--- src/rtl/sdtune_pkg.sv ---
package sdtune_pkg;
  localparam int HC2_W      = 16;
  localparam int BIT_TUNE   = 6;
  localparam int BIT_CLKSEL = 7;
  localparam logic [HC2_W-1:0] HC2_WMASK = 16'hC0FF;

  typedef enum logic [1:0] {ST_IDLE, ST_RECV, ST_DONE} blk_state_e;

  function automatic logic [HC2_W-1:0] hc2_clean(input logic [HC2_W-1:0] v);
    return v & HC2_WMASK;
  endfunction

  function automatic logic start_blocked(input logic multi, input logic cnt_en,
                                         input logic [15:0] cnt);
    return multi && cnt_en && (cnt == 16'd0);
  endfunction

  function automatic logic [HC2_W-1:0] hc2_after_tune(input logic [HC2_W-1:0] v);
    logic [HC2_W-1:0] r;
    r = v;
    r[BIT_TUNE]   = 1'b0;
    r[BIT_CLKSEL] = 1'b1;
    return r;
  endfunction
endpackage

--- src/rtl/sdtune_hc2_reg.sv ---
module sdtune_hc2_reg
  import sdtune_pkg::*;
(
  input  logic             clk,
  input  logic             rst_n,
  input  logic             sw_we,
  input  logic [HC2_W-1:0] sw_data,
  input  logic             hw_tune_done,
  output logic [HC2_W-1:0] hc2_q
);
  logic [HC2_W-1:0] hc2_d;

  always_comb begin
    hc2_d = hc2_q;
    if (sw_we) hc2_d = hc2_clean(sw_data);
    if (hw_tune_done) hc2_d = hc2_after_tune(hc2_d);
  end

  always_ff @(posedge clk) begin
    if (!rst_n) hc2_q <= '0;
    else        hc2_q <= hc2_d;
  end
endmodule

--- src/rtl/sdtune_bus_if.sv ---
module sdtune_bus_if
  import sdtune_pkg::*;
#(
  parameter int ADDR_W  = 8,
  parameter int OFF_HC2 = 'h3E
) (
  input  logic [ADDR_W-1:0] reg_addr,
  input  logic              reg_wide,
  input  logic              reg_wr,
  input  logic [31:0]       reg_wdata,
  input  logic [HC2_W-1:0]  hc2_q,
  input  logic [15:0]       sts_in,
  output logic              sw_we,
  output logic [HC2_W-1:0]  sw_data,
  output logic [31:0]       reg_rdata
);
  localparam logic [ADDR_W-1:0] A_NARROW = ADDR_W'(OFF_HC2);
  localparam logic [ADDR_W-1:0] A_DWORD  = ADDR_W'(OFF_HC2 & ~3);

  logic hit_narrow, hit_wide, hit_sts;

  assign hit_narrow = !reg_wide && (reg_addr == A_NARROW);
  assign hit_wide   =  reg_wide && (reg_addr == A_DWORD);
  assign hit_sts    = !reg_wide && (reg_addr == A_DWORD);

  assign sw_we   = reg_wr && (hit_narrow || hit_wide);
  assign sw_data = hit_wide ? reg_wdata[31:16] : reg_wdata[15:0];

  always_comb begin
    reg_rdata = '0;
    if (hit_narrow)    reg_rdata = {16'h0, hc2_q};
    else if (hit_wide) reg_rdata = {hc2_q, sts_in};
    else if (hit_sts)  reg_rdata = {16'h0, sts_in};
  end
endmodule

--- src/rtl/sdtune_blk_engine.sv ---
module sdtune_blk_engine
  import sdtune_pkg::*;
#(
  parameter int SIZE_W = 12,
  parameter int DATA_W = 8
) (
  input  logic              clk,
  input  logic              rst_n,
  input  logic              blk_start,
  input  logic              xfer_multi,
  input  logic              xfer_cnt_en,
  input  logic [15:0]       blk_count,
  input  logic [15:0]       blk_size,
  input  logic              din_valid,
  input  logic [DATA_W-1:0] din_data,
  input  logic              tune,
  input  logic              buf_drain,
  output logic              din_ready,
  output logic              buf_we,
  output logic [SIZE_W-1:0] buf_addr,
  output logic [DATA_W-1:0] buf_wdata,
  output logic              dat_active,
  output logic              read_active,
  output logic              data_inhibit,
  output logic              blk_done,
  output logic              buf_rd_ready,
  output logic              irq_update,
  output logic              tune_done
);
  blk_state_e        state_q;
  logic [SIZE_W-1:0] cnt_q, size_q, size_in;
  logic              accept, last_byte, go;

  assign size_in   = blk_size[SIZE_W-1:0];
  assign go        = blk_start && !start_blocked(xfer_multi, xfer_cnt_en, blk_count);
  assign din_ready = (state_q == ST_RECV);
  assign accept    = din_ready && din_valid;
  assign last_byte = (cnt_q == size_q - SIZE_W'(1));

  assign buf_we       = accept && !tune;
  assign buf_addr     = cnt_q;
  assign buf_wdata    = din_data;
  assign blk_done     = (state_q == ST_DONE);
  assign irq_update   = blk_done;
  assign buf_rd_ready = blk_done && !tune;
  assign tune_done    = blk_done && tune;

  always_ff @(posedge clk) begin
    if (!rst_n) begin
      state_q      <= ST_IDLE;
      cnt_q        <= '0;
      size_q       <= '0;
      dat_active   <= 1'b0;
      read_active  <= 1'b0;
      data_inhibit <= 1'b0;
    end else begin
      unique case (state_q)
        ST_IDLE: begin
          if (go) begin
            dat_active   <= 1'b1;
            read_active  <= 1'b1;
            data_inhibit <= 1'b1;
            cnt_q        <= '0;
            size_q       <= size_in;
            state_q      <= (size_in == '0) ? ST_DONE : ST_RECV;
          end else if (buf_drain) begin
            data_inhibit <= 1'b0;
          end
        end
        ST_RECV: begin
          if (accept) begin
            cnt_q <= cnt_q + SIZE_W'(1);
            if (last_byte) state_q <= ST_DONE;
          end
        end
        ST_DONE: begin
          state_q     <= ST_IDLE;
          dat_active  <= 1'b0;
          read_active <= 1'b0;
          if (tune) data_inhibit <= 1'b0;
        end
        default: state_q <= ST_IDLE;
      endcase
    end
  end
endmodule

--- src/rtl/sdtune_ctrl.sv ---
module sdtune_ctrl
  import sdtune_pkg::*;
#(
  parameter int ADDR_W = 8,
  parameter int SIZE_W = 12,
  parameter int DATA_W = 8
) (
  input  logic              clk,
  input  logic              rst_n,
  input  logic [ADDR_W-1:0] reg_addr,
  input  logic              reg_wide,
  input  logic              reg_wr,
  input  logic [31:0]       reg_wdata,
  output logic [31:0]       reg_rdata,
  input  logic [15:0]       acmd_err_sts,
  input  logic              blk_start,
  input  logic              xfer_multi,
  input  logic              xfer_cnt_en,
  input  logic [15:0]       blk_count,
  input  logic [15:0]       blk_size,
  input  logic              din_valid,
  input  logic [DATA_W-1:0] din_data,
  output logic              din_ready,
  output logic              buf_we,
  output logic [SIZE_W-1:0] buf_addr,
  output logic [DATA_W-1:0] buf_wdata,
  input  logic              buf_drain,
  output logic              dat_active,
  output logic              read_active,
  output logic              data_inhibit,
  output logic              blk_done,
  output logic              buf_rd_ready,
  output logic              irq_update,
  output logic [HC2_W-1:0]  hc2_value
);
  logic             sw_we;
  logic [HC2_W-1:0] sw_data;
  logic             tune_done;

  sdtune_bus_if #(.ADDR_W(ADDR_W)) bus_i (
    .reg_addr (reg_addr),
    .reg_wide (reg_wide),
    .reg_wr   (reg_wr),
    .reg_wdata(reg_wdata),
    .hc2_q    (hc2_value),
    .sts_in   (acmd_err_sts),
    .sw_we    (sw_we),
    .sw_data  (sw_data),
    .reg_rdata(reg_rdata)
  );

  sdtune_hc2_reg reg_i (
    .clk         (clk),
    .rst_n       (rst_n),
    .sw_we       (sw_we),
    .sw_data     (sw_data),
    .hw_tune_done(tune_done),
    .hc2_q       (hc2_value)
  );

  sdtune_blk_engine #(.SIZE_W(SIZE_W), .DATA_W(DATA_W)) eng_i (
    .clk         (clk),
    .rst_n       (rst_n),
    .blk_start   (blk_start),
    .xfer_multi  (xfer_multi),
    .xfer_cnt_en (xfer_cnt_en),
    .blk_count   (blk_count),
    .blk_size    (blk_size),
    .din_valid   (din_valid),
    .din_data    (din_data),
    .tune        (hc2_value[BIT_TUNE]),
    .buf_drain   (buf_drain),
    .din_ready   (din_ready),
    .buf_we      (buf_we),
    .buf_addr    (buf_addr),
    .buf_wdata   (buf_wdata),
    .dat_active  (dat_active),
    .read_active (read_active),
    .data_inhibit(data_inhibit),
    .blk_done    (blk_done),
    .buf_rd_ready(buf_rd_ready),
    .irq_update  (irq_update),
    .tune_done   (tune_done)
  );
endmodule

--- config.mk ---
export PLATFORM = sky130hd
export DESIGN_NAME = sdtune_ctrl
export DESIGN_NICKNAME = d
export VERILOG_FILES = /design/src/rtl/sdtune_pkg.sv /design/src/rtl/sdtune_hc2_reg.sv /design/src/rtl/sdtune_bus_if.sv /design/src/rtl/sdtune_blk_engine.sv /design/src/rtl/sdtune_ctrl.sv
export SDC_FILE = /design/constraint.sdc
export NUM_CORES = 1
export LEC_CHECK = 0
export BUFFER_PORTS_ARGS = -buffer_cell sky130_fd_sc_hd__buf_2
export CORE_UTILIZATION = 39
export CTS_CLUSTER_SIZE = 28
export DETAILED_ROUTE_END_ITERATION = 12
export PLACE_DENSITY_LB_ADDON = 0.15
export SLEW_MARGIN = 20
export SYNTH_ARGS = -nofsm -noshare
export SYNTH_HDL_FRONTEND = slang
export SYNTH_HIERARCHICAL = 1
export SYNTH_SLANG_ARGS = --single-unit
export TNS_END_PERCENT = 50
--- constraint.sdc ---
create_clock -name clk -period 1.9 [get_ports clk]
set_input_delay 0.285 -clock clk [delete_from_list [all_inputs] [get_ports clk]]
set_output_delay 0.285 -clock clk [all_outputs]
set_load 0.01 [all_outputs]
* Word level (Yosys, flattened, before mapping)
Cells that the tools add are included.
** Cells by class
- Add/sub/neg operators :: 2
- Equality and inequality tests :: 10
- Muxes and demuxes :: 20
- Bitwise gates (word level) :: 1
- Reductions and logical operators :: 27
** Operators by type and width (count)
- $mux W32 :: 2
- $mux W16 :: 3
- $mux W12 :: 2
- $pmux W12 S2 :: 1
- $eq A8 B6 Y1 const B :: 2
- $logic_not A16 Y1 :: 1
- $add A12 B1 Y12 const B :: 1
- $eq A12 B12 Y1 :: 1
- $logic_not A12 Y1 :: 1
- $sub A12 B1 Y12 const B :: 1
- $logic_and A1 B1 Y1 :: 11
- $reduce_and A3 Y1 :: 3
- $mux W2 :: 4
- $mux W8 :: 1
- $ne A2 B2 Y1 const B :: 3
- $reduce_bool A2 Y1 :: 3
- $mux W1 :: 4
- $pmux W1 S2 :: 2
- $pmux W2 S2 :: 1
- $reduce_and A2 Y1 :: 2
- $logic_not A1 Y1 :: 3
- $ne A3 B2 Y1 const B :: 1
- $eq A2 B1 Y1 const B :: 1
- $eq A2 B2 Y1 const B :: 1
- 5 further kinds :: 5
** Storage, ports and cells
- Register bits :: 44
- Input bits :: 105
- Output and inout bits :: 76
- Logic and storage cells :: 68

* Longest topological paths before layout
- Word-level depth :: 6
- Gate-level depth with buffers :: 8
- Mapped depth without buffers :: 8

* Cells and area by module
The synthesis kept the hierarchy.
** By module, submodules not included
- sdtune_blk_engine :: times used 1, cells each 201, area an instance 1749.2 um2, sequential area each 560.5 um2
- sdtune_bus_if :: times used 1, cells each 95, area an instance 670.6 um2, sequential area each 0.0 um2
- sdtune_hc2_reg :: times used 1, cells each 38, area an instance 430.4 um2, sequential area each 200.2 um2

* Least setup slack after synthesis
No wires, ideal clock.
- Kind :: register to register
- From :: reg eng_i.size_q[0]
- To :: reg eng_i.state_q[0]
- Library setup time :: 0.115 ns
- Data arrival time :: 1.832 ns
- Data required time :: 1.785 ns
- Path slack :: -0.046 ns
- Stages on the path, launching flop included :: 9
- Buffers on the path :: 0
- Clock period less this slack :: 1.946 ns
- Path through :: dfxtp_1 > inv_1 > ha_1 > or3b_2 > o31ai_1 > o21ai_1 > nor4_2 > a31oi_1 > o21a_1
** On the way
- Cells in the longest elaborated chain, start to end :: 4
** RTL lines
- from (decl) :: RTL line sdtune_blk_engine.sv:31 : logic [SIZE_W-1:0] cnt_q, size_q, size_in;
- from (signal assigned) :: RTL line sdtune_blk_engine.sv:64 : size_q <= size_in;
- $sub A12 B1 Y12 :: RTL line sdtune_blk_engine.sv:38 : assign last_byte = (cnt_q == size_q - SIZE_W'(1));
- $eq A12 B12 Y1 :: RTL line sdtune_blk_engine.sv:38
- $ne A2 B2 Y1 (no source line)
- $reduce_and A3 Y1 (no source line)
- to (signal assigned) :: RTL line sdtune_blk_engine.sv:65 : state_q <= (size_in == '0) ? ST_DONE : ST_RECV;
- to (decl) :: RTL line sdtune_blk_engine.sv:30 : blk_state_e state_q;
Every way passes these cells.
A chain may end at the register's enable or synchronous reset.

* Final worst setup path
- From :: reg eng_i.size_q[1]
- To :: reg eng_i.state_q[0]
Same word-level chain as after synthesis.

==> impl_metrics.json <==
{
  "leakage_uw": 0.001763,
  "first_iter_violations": 68,
  "drc": 0,
  "hp-start": "blk_size[8]",
  "power_density_nw_per_um2": 496.7,
  "layout-drive-gt1-share": 0.3983,
  "hp-class": "in2reg",
  "vias_per_cell": 4.878,
  "critical_path_class": "reg2reg",
  "setup_viol": 1,
  "cap_violations": 0,
  "finalClockSkew_ns": 0.005389,
  "clock-sinks": 38,
  "required_ns": 2.08,
  "cts_htree_levels": 2,
  "synth_area_um2": 2760,
  "multi_input_comb_area_um2": 1824,
  "gp_congestion": 0.7875,
  "vias": 2722,
  "rsz0062_at_grt": "true",
  "max_freq_mhz": 520.8,
  "n_antenna_cell": 0,
  "setup.worst_path.start_class": "flip-flop",
  "ctsRootBufferMaster": "clkbuf_8",
  "num_io_pins": 181,
  "finalCritPeriodShare": 1.011,
  "finalInstanceArea_um2": 3615,
  "status": "finished with violations",
  "worstSkewPairLatency_ns": 0.28,
  "clock_path_buffers": 2,
  "drt-total-wl_um": 7428,
  "io_buffers": 136,
  "dp_slack_ns": -0.007995,
  "synthCells": 328,
  "final-hold-violation-count": 0,
  "place_area_um2": 3503,
  "setup_slack_ns": -0.01998,
  "numCtsBuffers": 5,
  "die_h_um": 86.13,
  "fill_cells": 710,
  "antenna_found_initial": 0,
  "grt_start_max_net_pins": 30,
  "crit_path_end_kind": "flip-flop",
  "yosysWarningCount": 6,
  "dpl.cell_count": 552,
  "cp_data_arrival_time_ns": 2.10,
  "initial_core_util": 0.4040,
  "cts.clk_slew.worst_paths_ns": 0.07,
  "chipWidth_um": 86.13,
  "fin_crit_ns": 1.920,
  "r2r-start": "eng_i/size_q[1]",
  "fin_cells": 558,
  "core_area_um2": 6832,
  "cts_tree": "done",
  "track_usage": 0.1944,
  "slew_viol_final": 0,
  "regArea_um2": 763.2,
  "holdBufCountCts": 0,
  "rows": 30,
  "nets": 570,
  "wl_per_cell_um": 13.31,
  "critPathMaxFanout": 3,
  "grt_overflow": 0,
  "grt_pass1_vias": 2420,
  "place_hpwl_um": 5918,
  "violations": "setup timing",
  "syn_to_final_growth_pct": 30.96,
  "synth.avg_cell_area_um2": 8.415,
  "dieArea_um2": 7418,
  "postRouteAntennaNets": 0,
  "tns_ns": -0.01998,
  "drtPass1Iterations": 4,
  "regToRegSetupSlack_ns": -0.02,
  "grt_pass1_wl_um": 11320,
  "startpoint": "eng_i/size_q[1]",
  "irDropWorstVdd_mv": 0.3909
}
==> routing by layer <==
| layer | global-route usage | part of all wire | up-vias |
|---|---|---|---|
| li1 | - | - | 1376 |
| met1 | 0.2193 | 0.42 | 1256 |
| met2 | 0.3709 | 0.53 | 88 |
| met3 | 0.04139 | 0.045 | 2 |
| met4 | 0.04242 | 0.0043 | 0 |
| met5 | 0 | 0 | - |
==> path summary, 6_finish.rpt <==
path	endpoint	cells past startpoint
min	eng_i/size_q[8]	3
max reg2reg	eng_i/state_q[0]	8
max	eng_i/state_q[0]	8
min reg2reg	eng_i/data_inhibit	2
==> where the power goes <==
| group | total (uW) | switching [uW] | internal, uW | leakage [uW] |
|---|---|---|---|---|
| Sequential | 851 | 30.6 | 821 | 0.000310 |
| Clock | 539 | 259 | 280 | 0.0000431 |
| Combinational | 406 | 190 | 216 | 0.00141 |
==> flip-flops by register name, indices dropped and copies added (netlist names) <==
register,flops
eng_i/data_inhibit,1
eng_i/size_q,12
eng_i/buf_addr,12
eng_i/read_active,1
reg_i/hc2_q,10
eng_i/state_q,2
==> cell type report <==
type | instances | area share
repair buffers | 151 | 0.2229
inverters | 5 | 0.005192
flip-flops and latches | 38 | 0.2111
multi-input cells | 262 | 0.5047
well taps | 96 | 0.03323
clock buffers | 6 | 0.02285
==> per-stage QoR <==
step / utilization / hold WS [ns] / total power [uW]
2_1_floorplan: - / 0.4025 / 1135
3_3_place_gp: 0.5128 / 0.4643 / 1257
3_5_place_dp: 0.5128 / 0.4714 / 1265
4_1_cts: 0.5256 / 0.2692 / 1807
5_1_grt: 0.5291 / 0.2914 / 1902
6_report: 0.5291 / 0.2732 / 1796
==> layout by cell type (no fill, tap or decap), types with 6 or more instances in the layout <==
cell type and count:
buf_2 136, nor2b_1 39, nor2_1 37, dfxtp_1 36
mux2i_1 22, and2_1 20, a21oi_1 19, xor2_1 16
buf_4 14, nand2_1 11, mux2_2 7, nor4_1 7
clkbuf_8 6, xnor2_1 6, conb_1 6
==> what timing repair did <==
action | 4_1_cts | 5_1_grt
gates cloned | 0 | 0
buffers inserted | 0 | 0
setup endpoints to repair | 1 | 2
resized for setup | 1 | 7
pin swaps | 0 | 6
==> worst max-delay path: stages (launching register included) <==
cell     delay, ns
dfxtp_2       0.32
inv_2         0.06
ha_4          0.13
or3b_4        0.40
o31ai_2       0.19
o21ai_1       0.10
nor4_2        0.27
a31oi_1       0.13
o21a_1        0.21
(Power assumes the default switching activity.)
